File: src/rtl/bitser_eeprom_ctrl.sv
module bitser_eeprom_ctrl #(
  parameter int UNIT_W      = 16,
  parameter int DATA_W      = 64,
  parameter int AW_SMALL    = 6,
  parameter int AW_LARGE    = 14,
  parameter int SKIP_BITS   = 4,
  parameter int TIMEOUT_CYC = 2_500_000
) (
  input  logic                clk,
  input  logic                rst_n,
  input  logic                cmd_valid,
  input  logic                cmd_write,
  input  logic                cmd_large,
  input  logic [AW_LARGE-1:0] cmd_addr,
  input  logic [DATA_W-1:0]   cmd_wdata,
  output logic                tx_valid,
  input  logic                tx_ready,
  output logic [UNIT_W-1:0]   tx_data,
  input  logic                rx_valid,
  output logic                rx_ready,
  input  logic [UNIT_W-1:0]   rx_data,
  output logic [DATA_W-1:0]   rd_data,
  output logic                done,
  output logic                busy,
  output logic                timeout_err
);
  localparam int FRAME_W = 2 + AW_LARGE + DATA_W + 1;
  localparam int RESP_N  = SKIP_BITS + DATA_W;
  localparam int CW      = $clog2((FRAME_W > RESP_N ? FRAME_W : RESP_N) + 1);
  localparam int TW      = $clog2(TIMEOUT_CYC + 1);

  typedef enum logic [1:0] {S_IDLE, S_SEND, S_RECV, S_POLL} st_t;

  st_t                st;
  logic               is_wr;
  logic [FRAME_W-1:0] sh, frame;
  logic [CW-1:0]      cnt, last, flen;
  logic [TW-1:0]      pcnt;
  logic [DATA_W-1:0]  acc;
  logic               unused_rx_hi;

  assign unused_rx_hi = ^rx_data[UNIT_W-1:1];

  always_comb begin
    frame = '0;
    frame[FRAME_W-1 -: 2] = cmd_write ? 2'b10 : 2'b11;
    if (cmd_large) begin
      frame[FRAME_W-3 -: AW_LARGE] = cmd_addr;
      if (cmd_write) frame[FRAME_W-3-AW_LARGE -: DATA_W] = cmd_wdata;
      flen = CW'(2 + AW_LARGE + 1) + (cmd_write ? CW'(DATA_W) : '0);
    end else begin
      frame[FRAME_W-3 -: AW_SMALL] = cmd_addr[AW_SMALL-1:0];
      if (cmd_write) frame[FRAME_W-3-AW_SMALL -: DATA_W] = cmd_wdata;
      flen = CW'(2 + AW_SMALL + 1) + (cmd_write ? CW'(DATA_W) : '0);
    end
  end

  assign busy     = (st != S_IDLE);
  assign tx_valid = (st == S_SEND);
  assign tx_data  = {{(UNIT_W-1){1'b0}}, sh[FRAME_W-1]};
  assign rx_ready = (st == S_RECV) || (st == S_POLL);

  always_ff @(posedge clk) begin
    if (!rst_n) begin
      st          <= S_IDLE;
      is_wr       <= 1'b0;
      sh          <= '0;
      cnt         <= '0;
      last        <= '0;
      pcnt        <= '0;
      acc         <= '0;
      rd_data     <= '0;
      done        <= 1'b0;
      timeout_err <= 1'b0;
    end else begin
      done        <= 1'b0;
      timeout_err <= 1'b0;
      case (st)
        S_IDLE: if (cmd_valid) begin
          sh    <= frame;
          last  <= flen - CW'(1);
          cnt   <= '0;
          is_wr <= cmd_write;
          st    <= S_SEND;
        end
        S_SEND: if (tx_ready) begin
          sh  <= sh << 1;
          cnt <= cnt + CW'(1);
          if (cnt == last) begin
            cnt  <= '0;
            pcnt <= '0;
            st   <= is_wr ? S_POLL : S_RECV;
          end
        end
        S_RECV: if (rx_valid) begin
          cnt <= cnt + CW'(1);
          if (cnt >= CW'(SKIP_BITS)) acc <= {acc[DATA_W-2:0], rx_data[0]};
          if (cnt == CW'(RESP_N - 1)) begin
            rd_data <= {acc[DATA_W-2:0], rx_data[0]};
            done    <= 1'b1;
            st      <= S_IDLE;
          end
        end
        S_POLL: begin
          if (rx_valid && rx_data[0]) begin
            done <= 1'b1;
            st   <= S_IDLE;
          end else if (pcnt == TW'(TIMEOUT_CYC - 1)) begin
            timeout_err <= 1'b1;
            st          <= S_IDLE;
          end else begin
            pcnt <= pcnt + TW'(1);
          end
        end
        default: st <= S_IDLE;
      endcase
    end
  end

  assert_first_bit_one_R1: assert property (@(posedge clk) disable iff (!rst_n)
    $rose(busy) |-> tx_valid && tx_data[0]);
  assert_hold_unit_R4: assert property (@(posedge clk) disable iff (!rst_n)
    tx_valid && !tx_ready |=> tx_valid && $stable(tx_data));
  assert_done_pulse_R6: assert property (@(posedge clk) disable iff (!rst_n)
    done |=> !done);
  assert_done_idle_R6: assert property (@(posedge clk) disable iff (!rst_n)
    done |-> !busy && $past(busy));
  assert_excl_end_R8: assert property (@(posedge clk) disable iff (!rst_n)
    !(done && timeout_err));
  assert_timeout_from_poll_R8: assert property (@(posedge clk) disable iff (!rst_n)
    timeout_err |-> $past(rx_ready) && !busy);
  assert_no_restart_R9: assert property (@(posedge clk) disable iff (!rst_n)
    busy && cmd_valid && !tx_valid |=> !tx_valid);
endmodule

File: config.mk
export PLATFORM = sky130hd
export DESIGN_NAME = bitser_eeprom_ctrl
export DESIGN_NICKNAME = d
export VERILOG_FILES = /design/src/rtl/bitser_eeprom_ctrl.sv
export SDC_FILE = /design/constraint.sdc
export NUM_CORES = 1
export LEC_CHECK = 0
export CAP_MARGIN = 20
export CORE_MARGIN = 4
export CORE_UTILIZATION = 50
export DETAILED_ROUTE_END_ITERATION = 10
export PLACE_DENSITY = 0.78
export SYNTH_ARGS = -nofsm -noshare
export SYNTH_HDL_FRONTEND = slang
export SYNTH_SLANG_ARGS = --single-unit
File: constraint.sdc
create_clock -name clk -period 4.15 [get_ports clk]
set_input_delay 0.83 -clock clk [delete_from_list [all_inputs] [get_ports clk]]
set_output_delay 0.83 -clock clk [all_outputs]
set_load 0.005 [all_outputs]
---- Word-level counts from Yosys, hierarchy flattened ----
Index checks and enable logic that the tools add are counted.
storage, ports and cells
  register bits after elaboration ......... 249
  latch bits .............................. 0
  memory bits (writable) .................. 0
  bits in read-only memories .............. 0
  input port bits ......................... 101
  output and inout port bits .............. 85
  memories ................................ 0
operators by class
  add/subtract/negate cells ............... 5
  multipliers ............................. 0
  div/mod/pow operators ................... 0
  $lt $le $gt $ge ......................... 1
  eq/ne operators ......................... 14
  shifts and indexed selects .............. 0
  multiplexer cells ....................... 33
  bitwise operators ....................... 2
  reduce and logical (&&, ||, !) cells .... 15
operators by type and width
  kind                                                                                  number
  81-bit two-way mux                                                                    2
  81-bit one-hot mux with 2 select lines                                                1
  22-bit two-way mux                                                                    4
  70-bit two-way mux                                                                    1
  64-bit two-way mux                                                                    1
  22-bit one-hot mux with 2 select lines                                                1
  7-bit two-way mux                                                                     6
  22-bit by 1-bit adder with 22-bit output (second input constant)                      1
  22-bit == test (second input constant)                                                1
  7-bit one-hot mux with 3 select lines                                                 1
  2-bit two-way mux                                                                     7
  3-bit AND reduction                                                                   3
  8-bit two-way mux                                                                     1
  2-bit != test (second input constant)                                                 4
  2-bit one-hot mux with 4 select lines                                                 1
  4-bit by 7-bit adder with 7-bit output (first input constant)                         1
  5-bit by 7-bit adder with 7-bit output (first input constant)                         1
  7-bit by 1-bit adder with 7-bit output (second input constant)                        1
  7-bit == test                                                                         1
  7-bit == test (second input constant)                                                 1
  7-bit by 3-bit greater-or-equal comparator with 1-bit output (second input constant)  1
  7-bit by 1-bit subtractor with 7-bit output (second input constant)                   1
  1-bit two-way mux                                                                     6
  2-bit by 1-bit != test with 1-bit output (second input constant)                      3
  15 further kinds                                                                      19

---- Depth between registers and ports, before layout ----
Gate-level depths: netlist (run 1).
  word-level depth ........................ 4
  gate-level depth with buffers ........... 10
  depth with buffers taken out ............ 7

---- Least setup slack after synthesis (run 1) ----
Ideal clock, no wire load.
  path type ............................... input to register
  from .................................... in cmd_large
  to ...................................... reg sh[10]
  arrival ................................. 2.108 ns
  data required time ...................... 4.018 ns
  setup slack ............................. 1.910 ns
  stages on the path ...................... 5
  cells stage by stage .................... clkbuf_1 -> buf_1 -> mux2_2 -> a221oi_1 -> nor3_1
on the way
  word-level cells in the longest chain between the ends .. 3
RTL lines
  element                                 line  text
  start, declared                         13    input logic cmd_large,
  70-bit two-way mux                      47    if (cmd_large) begin
  81-bit two-way mux                      79    S_IDLE: if (cmd_valid) begin
  81-bit one-hot mux with 2 select lines  78    case (st)
  end signal, assigned                    80    sh <= frame;
  end signal, assigned                    87    sh <= sh << 1;
  end, declared                           36    logic [FRAME_W-1:0] sh, frame;
No other way between the ends. The select of a mux whose other input is x is not followed.
A chain may end at the register's enable or synchronous reset.

---- Worst setup path after layout (run 1) ----
  from .................................... reg st[1]
  to ...................................... out rx_ready
on the way
  word-level cells in the longest chain between the ends .. 2
RTL lines
  element                 line  text
  start, declared         34    st_t st;
  start signal, assigned  92    st <= is_wr ? S_POLL : S_RECV;
  2-bit == test           61    assign rx_ready = (st == S_RECV) || (st == S_POLL);
  1-bit logical OR (*)    61
  end, declared           20    output logic rx_ready,
Every way passes the cells marked *; elsewhere a longest branch is shown, timed or not.

==> impl_metrics.tcl, run 1 <==
set metrics [dict create \
    hold_ws_ps 452.7 \
    clkTransAtPathRegs_ps 60 \
    start_util_pct 50.80 \
    fin_setup_tns_ps 0 \
    drc_errors 0 \
    finalWeightedCongestion 0.8891 \
    synth_top_flop_cell "dfxtp_1" \
    numPlacedInstances 1639 \
    rsz0062_at_grt "false" \
    antenna_left 0 \
    timing.fmax_mhz 322.1 \
    synthAdderAreaFrac_pct 0.8202 \
    synth_top_family_by_area "simple AND/OR/NAND/NOR gates" \
    synth.distinct_cells 66 \
    synth_edf_count 0 \
    grt_pass1_vias 8891 \
    total_power_mw 7.037 \
    ys_warn_count 0 \
    vias 9491 \
    reg2reg_slack_ps 1540 \
    grt_util_all_layers_pct 21.11 \
    ctsHtreeMaxLevel 1 \
    io_buffers 155 \
    dr.pass1.iters 5 \
    pre_cts_ws_ps 977.4 \
    cts_setup_buffers 0 \
    crit_required_ps 3320 \
    synthesis.area_um2 10680 \
    power_frac_comb_pct 25.6 \
    slew_headroom_pct 45.40 \
    cts_max_path_buffers 3 \
    final_core_util_pct 62.38 \
    final_layout_size_suffix_gt1_share_pct 9.723 \
    p_leak_nw 4.450 \
    cts_tree "yes" \
    grt-ovfl-total 0 \
    grt_max_degree 79 \
    hp-class "reg -> reg" \
    peakVddDrop_mv 0.3200 \
    final_design_area_no_fill_um2 13110 \
    dieArea_um2 23760 \
    report.final.slew_viol_count 0 \
    muxShareOfSynthArea_pct 6.749 \
    drt-total-wl_mm 26.30 \
    fin_crit_ps 3105 \
    setup-violations-final 0 \
    die_w_um 154.1 \
    p_clk_share_pct 33.3 \
    status "complete, no violations" \
    die_h_um 154.1 \
    avgRoutedWirePerCell_um 15.60 \
    postSynthCellCount 1300 \
    num_io_pins 186 \
    synth_compound_area_share_pct 18.07 \
    finalNonFillerCells 1686 \
    yosys.area_share.simple_pct 22.23 \
    crit_path_start_kind "register" \
    maxCapViolCount 0 \
    vias_per_cell 5.629 \
    ctsRootBufferMaster "clkbuf_16" \
    worstMarginPinSlew_ps 818.9 \
    syn_avg_cell_area_um2 8.215 \
    hold_violations 0 \
    areaGrowthSynthToFinish_pct 22.80 \
    clock_sinks 243 \
    ys_ff_latch 243 \
    cp-end-kind "output pin" \
    seqPwrFrac_pct 41.1 \
    cts_resized 0 \
    ys_seq_area_share_pct 45.55 \
    final_nets 1500 \
    core.rowCount 53 \
    clk_latency_ps 520 \
    p_int_mw 4.855 \
    grt_pass1_wl_mm 43.31 \
    synth-xor-area-share_pct 0.6561 \
    async_flop_share_pct 0 \
    cts_buffers 26 \
    antenna_found_initial 4 \
    fin_crit_sh_pct 74.82 \
    crit_fanout 18 \
    postPlaceCellArea_um2 12240 \
    swShare_pct 31.02 \
    crit_type "reg -> out" \
    arrival_ps 2270 \
    dp_hpwl_mm 17.26 \
    powerDensity_nw_per_um2 536.6 \
    clock_skew_ps 8.017 \
    setup_ws_ps 1045 \
    p_sw_mw 2.183 \
    drtIter0Drc 634 \
    coreArea_um2 21020 \
    ctsHoldBuffers 0 \
]
## state kept, by name (all words and copies together) (netlist names)
| name | flops |
|---|---|
| pcnt | 22 |
| cnt | 7 |
| st | 2 |
| sh | 80 |
| done | 1 |
| acc | 63 |
| last | 3 |
| rd_data | 64 |
| timeout_err | 1 |
## layout by cell type (no fill, tap or decap), types with 4 or more instances in the layout
cell,netlist,final
a21oi_1,159,157
mux2_2,56,56
xnor2_1,4,4
nor2_1,83,82
nor3_1,67,67
conb_1,1,15
nand3_1,18,17
clkbuf_1,84,5
mux2i_1,9,9
dfxtp_1,243,243
nor4_1,6,6
nor4b_1,5,5
o211ai_1,22,22
clkbuf_16,0,27
clkbuf_8,4,4
and3_1,6,6
a31oi_1,4,4
xor2_1,4,4
clkinv_2,0,5
nand2_1,315,315
ha_1,7,6
inv_1,10,10
nand2b_1,4,4
buf_4,17,17
nand4_1,16,16
a221o_1,9,9
clkdlybuf4s50_1,0,154
a221oi_1,63,63
o21ai_0,10,10
## power by group through the flow
stage / Clock, mW / Sequential, mW / Combinational (mW)
floorplan: 0 / 2.88 / 1.40
global placement: 0 / 2.92 / 1.76
detailed placement: 0 / 2.93 / 1.79
CTS: 2.39 / 2.89 / 1.80
global route: 2.48 / 2.93 / 2.03
finish: 2.34 / 2.89 / 1.80
## cell type report
cell class / instances / area (um^2)
flip-flops and latches: 243 / 4865
well taps: 275 / 344.1
fillers: 1826 / 7908
clock buffers: 36 / 749.5
clock inverters: 9 / 122.6
diodes: 2 / 5.005
inverters: 12 / 50.05
multi-input cells: 936 / 5284
repair buffers: 173 / 1694
## worst max-delay path: stages (launching register included)
cell             delay (ps)
dfxtp_1                 380
ha_1                    610
or2_2                   260
clkdlybuf4s50_1         500
## synth_stat cells, types with 8 or more instances
cell | number | area, um^2
mux2i_1 | 9 | 90.09
a221o_1 | 9 | 90.09
clkbuf_1 | 84 | 315.3
buf_4 | 17 | 127.6
nand2_1 | 315 | 1182
inv_1 | 10 | 37.54
o211ai_1 | 22 | 165.2
a221oi_1 | 63 | 551.8
a21oi_1 | 159 | 795.8
buf_2 | 9 | 45.04
buf_1 | 8 | 30.03
dfxtp_1 | 243 | 4865
nor2_1 | 83 | 311.6
mux2_2 | 56 | 630.6
nand3_1 | 18 | 90.09
o21ai_0 | 10 | 50.05
nand4_1 | 16 | 100.1
nor3_1 | 67 | 335.3
## kinds of logic after synthesis
kind of cell	Yosys count
other	1
adder cells (fa/ha/maj)	7
multiplexers	65
flip-flops	243
buffers and inverters	135
XOR/XNOR	8
AO/OA/AOI/OAI	294
AND/OR/NAND/NOR	547
## final timing paths
check                             from  endpoint  cells after the start
worst min register to register  sh[75]    sh[75]                      2
worst max-delay path             st[1]  rx_ready                      3
worst min-delay path            sh[75]    sh[75]                      2
worst max register to register   st[1]   pcnt[5]                      6
## per-layer routing
layer | GRT usage, % | vias to the layer above | share of wire [%]
li1 | - | 4741 | -
met1 | 28.30 | 4413 | 44
met2 | 34.30 | 272 | 48
met3 | 4.306 | 61 | 5.8
met4 | 6.728 | 4 | 2.8
met5 | 0 | - | 0.10
No activity file was read; power rests on OpenSTA's default activity.
==> inputs of run 2 (changes only) <==
==> constraint.sdc (replaced) <==
create_clock -name clk -period 3 [get_ports clk]
set_input_delay 0.6 -clock clk [delete_from_list [all_inputs] [get_ports clk]]
set_output_delay 0.6 -clock clk [all_outputs]
set_load 0.005 [all_outputs]
==> run 2 against run 1 <==
Via count rose by 1.7%. Non-clock buffer count grew 2. Setup slack worse by 720 ps. First-iteration DRC count decreased by 2.2%. Global-route usage up 0.54 points. Flip-flop and latch count stayed put. Highest routed layer unchanged. Clock-buffer cell count unchanged. Cell area is 1.1% higher.
==> impl_metrics.tcl, run 2 (synthesized netlist as in run 1, its figures left out) <==
set metrics [dict create \
    fin_setup_tns_ps 0 \
    slew_headroom_pct 43.44 \
    crit_path_start_kind "register" \
    timing.fmax_mhz 374.4 \
    areaGrowthSynthToFinish_pct 24.12 \
    clkTransAtPathRegs_ps 60 \
    fillCellCount 1793 \
    worstMarginPinSlew_ps 841.4 \
    largest_reg_flops 80 \
    rsz0062_at_grt "false" \
    report.final.slew_viol_count 0 \
    final_layout_size_suffix_gt1_share_pct 9.922 \
    die_h_um 154.1 \
    avgRoutedWirePerCell_um 15.85 \
    powerDensity_nw_per_um2 742.3 \
    dr.pass1.iters 5 \
    p_leak_nw 4.505 \
    coreArea_um2 21020 \
    dp_hpwl_mm 17.17 \
    io_buffers 155 \
    ctsHtreeMaxLevel 1 \
    setup-violations-final 0 \
    grt_pass1_vias 8964 \
    ctsHoldBuffers 0 \
    final_nets 1502 \
    fin_crit_ps 2671 \
    top_regs "sh: 80 flops, rd_data: 64 flops, acc: 63 flops" \
    ctsRootBufferMaster "clkbuf_16" \
    cts_resized 0 \
    grt_pass1_wl_mm 44.42 \
    arrival_ps 2070 \
    cts_tree "yes" \
    grt_util_all_layers_pct 21.65 \
    final_cell_mix "nand2_1 (315), dfxtp_1 (243), a21oi_1 (157)" \
    vias_per_cell 5.720 \
    peakVddDrop_mv 0.4197 \
    antenna_found_initial 3 \
    crit_required_ps 2400 \
    status "complete, no violations" \
    mostFrequentLayoutCell "nand2_1" \
    drt-total-wl_mm 26.73 \
    cts_buffers 26 \
    maxCapViolCount 0 \
    clk_latency_ps 530 \
    final_core_util_pct 63.06 \
    top_register "sh" \
    fin_crit_sh_pct 89.03 \
    cp-end-kind "output pin" \
    clock_skew_ps 11.21 \
    cts_max_path_buffers 3 \
    hp-class "reg -> reg" \
    total_power_mw 9.839 \
    finalWeightedCongestion 0.8754 \
    drtIter0Drc 620 \
    drc_errors 0 \
    cts_setup_buffers 0 \
    clock_sinks 243 \
    crit_fanout 7 \
    start_util_pct 50.80 \
    hold_violations 0 \
    grt-ovfl-total 0 \
    dieArea_um2 23760 \
    grt_max_degree 103 \
    core.rowCount 53 \
    die_w_um 154.1 \
    num_io_pins 186 \
    crit_type "reg -> out" \
    vias 9650 \
    antenna_left 0 \
]
-- run 2: path summary, 6_finish.rpt --
kind	start	to	slack (ps)	depth (start not counted)
worst max-delay path	st[0]	rx_ready	330	4
worst max register to register	pcnt[0]	pcnt[11]	630	6
worst min-delay path	rd_data[47]	rd_data[47]	450	2
worst min register to register	rd_data[47]	rd_data[47]	450	2
-- run 2: report_power, final --
group | internal, mW | total [mW] | switching, mW | leakage, nW
clock | 1.97 | 3.25 | 1.28 | 0.432
sequential | 3.73 | 4.00 | 0.272 | 1.97
combinational | 1.05 | 2.59 | 1.54 | 2.10
-- run 2: layout make-up --
| type | instances | area, um^2 | area share (%) |
|---|---|---|---|
| multi-input cells | 936 | 5286 | 39.88 |
| flip-flops and latches | 243 | 4865 | 36.70 |
| repair buffers | 175 | 1834 | 13.84 |
| clock buffers | 36 | 738.2 | 5.569 |
| well taps | 275 | 344.1 | 2.596 |
| clock inverters | 9 | 135.1 | 1.019 |
| inverters | 12 | 50.05 | 0.3776 |
| diodes | 1 | 2.502 | 0.01888 |
-- run 2: critical path: stages (launching register included) --
cell	delay [ps]
dfxtp_1	390
inv_1	90
ha_1	290
or2_2	320
clkdlybuf4s50_1	460
-- run 2: stage by stage --
step                      cell area [um^2]  hold WS [ps]  worst slack, ps  std cells
after global placement               12380         439.1            317.0       1641
after detailed placement             12380         445.6            275.5       1641
after global routing                 13260         471.1            226.7       1687
final                                13260         451.5            329.1       1687
after floorplan                      10730         431.7            981.8       1314
after CTS                            13250         453.5            116.4       1686
-- run 2: routing by layer --
metal | share of wire [%] | track usage, %
met5 | 0.082 | 0
met4 | 2.8 | 6.770
met3 | 5.6 | 3.800
met2 | 48 | 34.78
met1 | 43 | 29.83
==> inputs of run 3 (changes only) <==
==> constraint.sdc (replaced) <==
create_clock -name clk -period 3 [get_ports clk]
set_input_delay 0.6 -clock clk [delete_from_list [all_inputs] [get_ports clk]]
set_output_delay 0.6 -clock clk [all_outputs]
set_load 0.02 [all_outputs]
==> run 3 against run 2 <==
Via count is 0.91% lower. Core utilization increased by 0.11 points. Critical path depth stayed put. Power is 1.4% higher. Maximum frequency down 2.8%. Critical path type unchanged.
==> impl_metrics.tcl, run 3 (synthesized netlist as in run 1, its figures left out) <==
set metrics [dict create \
    fin_crit_sh_pct 91.57 \
    coreArea_um2 21020 \
    top_regs "sh: 80 flops, rd_data: 64 flops, acc: 63 flops" \
    ctsHtreeMaxLevel 1 \
    cp-end-kind "output pin" \
    drc_errors 0 \
    final_layout_size_suffix_gt1_share_pct 9.858 \
    worstMarginPinSlew_ps 751.9 \
    setup-violations-final 0 \
    cts_max_path_buffers 3 \
    crit_path_start_kind "register" \
    final_nets 1501 \
    grt_pass1_vias 8750 \
    finalWeightedCongestion 0.8727 \
    worstHoldStart "rd_data[21]" \
    grt_pass1_wl_mm 43.70 \
    clock_skew_ps 19.61 \
    rsz0062_at_grt "false" \
    arrival_ps 2150 \
    reg2reg_from "pcnt[0]" \
    status "complete, no violations" \
    peakVddDrop_mv 0.5106 \
    avgRoutedWirePerCell_um 15.70 \
    final_cell_mix "nand2_1 (315), dfxtp_1 (243), a21oi_1 (157)" \
    io_buffers 155 \
    crit_fanout 7 \
    top_register "sh" \
    dieArea_um2 23760 \
    timing.fmax_mhz 364.0 \
    antenna_left 0 \
    cts_buffers 25 \
    hold_violations 0 \
    num_io_pins 186 \
    largest_reg_flops 80 \
    grt-ovfl-total 0 \
    die_h_um 154.1 \
    vias 9562 \
    p_leak_nw 4.514 \
    drtIter0Drc 567 \
    grt_max_degree 103 \
    drt-total-wl_mm 26.47 \
    mostFrequentLayoutCell "nand2_1" \
    total_power_mw 9.981 \
    final_core_util_pct 63.16 \
    fillCellCount 1780 \
    hp-class "reg -> reg" \
    critPathLaunch "st[0]" \
    report.final.slew_viol_count 0 \
    grt_util_all_layers_pct 21.32 \
    dp_hpwl_mm 16.90 \
    maxCapViolCount 0 \
    crit_required_ps 2400 \
    fin_setup_tns_ps 0 \
    dr.pass1.iters 5 \
    reg2reg_slack_ps 620 \
    powerDensity_nw_per_um2 751.7 \
    critical_path.endpoint "rx_ready" \
    areaGrowthSynthToFinish_pct 24.33 \
    clk_latency_ps 520 \
    clkTransAtPathRegs_ps 60 \
    ctsHoldBuffers 0 \
    clock_sinks 243 \
    crit_type "reg -> out" \
    cts_tree "yes" \
    core.rowCount 53 \
    rr_worst_depth 6 \
    hold_ws_ps 451.1 \
    antenna_found_initial 3 \
    reg2reg_to "pcnt[11]" \
    fin_crit_ps 2747 \
    vias_per_cell 5.671 \
    die_w_um 154.1 \
    ctsRootBufferMaster "clkbuf_16" \
    start_util_pct 50.80 \
    slew_headroom_pct 49.46 \
]
==> run 3: cell types whose count changed in the layout (fill, tap and decap cells not counted) <==
cell,before,now
clkbuf_16,26,25
clkinv_2,4,2
bufinv_16,3,5
clkinv_8,1,0
clkbuf_8,5,6
==> run 3: stage by stage <==
step	instances	setup slack (ps)	area (um^2)
3_3_place_gp	1641	315.9	12380
2_1_floorplan	1314	888.8	10730
4_1_cts	1685	44.25	13270
3_5_place_dp	1641	294.5	12380
6_report	1686	253.0	13280
5_1_grt	1686	166.3	13280
==> run 3: how the worst min path moves through the flow <==
stage                  end  slack [ps]  cells after the start
2_1_floorplan        sh[1]         430                      2
3_3_place_gp         sh[1]         440                      2
3_5_place_dp   rd_data[21]         450                      2
4_1_cts        rd_data[21]         460                      2
6_report       rd_data[21]         450                      2
5_1_grt        rd_data[58]         470                      2
==> run 3: power breakdown <==
group	switching [mW]	total [mW]	internal, mW
combinational	1.57	2.62	1.05
sequential	0.275	4.01	3.73
clock	1.25	3.36	2.11
total	3.10	9.98	6.88
==> run 3: worst max-delay path, cell delays in order (launching register included) <==
cell and delay [ps]:
dfxtp_1 390, inv_1 80, ha_1 300, or2_2 330, clkdlybuf4s50_1 540
==> run 3: repair_timing <==
action	CTS	global route
setup endpoints to repair	0	1
resized for setup	0	1
buffers inserted	0	0
endpoints found under the hold margin	0	0
==> run 3: routing by layer <==
metal,routed length [um],vias up,share of wire [%],GRT usage (%)
li1,-,4735,-,-
met2,12750,278,48,34.84
met4,564,4,2.1,5.383
met1,11610,4503,44,29.33
met5,27,-,0.10,0
met3,1516,42,5.7,3.828
==> run 3: layout make-up <==
| type | count | area (um^2) | share of cell area (%) |
|---|---|---|---|
| Antenna cell | 1 | 2.502 | 0.01885 |
| Timing Repair Buffer | 175 | 1834 | 13.81 |
| Sequential cell | 243 | 4865 | 36.64 |
| Inverter | 12 | 50.05 | 0.3769 |
| Multi-Input combinational cell | 936 | 5286 | 39.81 |
| Clock buffer | 36 | 726.9 | 5.475 |
| Tap cell | 275 | 344.1 | 2.591 |
| Clock inverter | 8 | 168.9 | 1.272 |
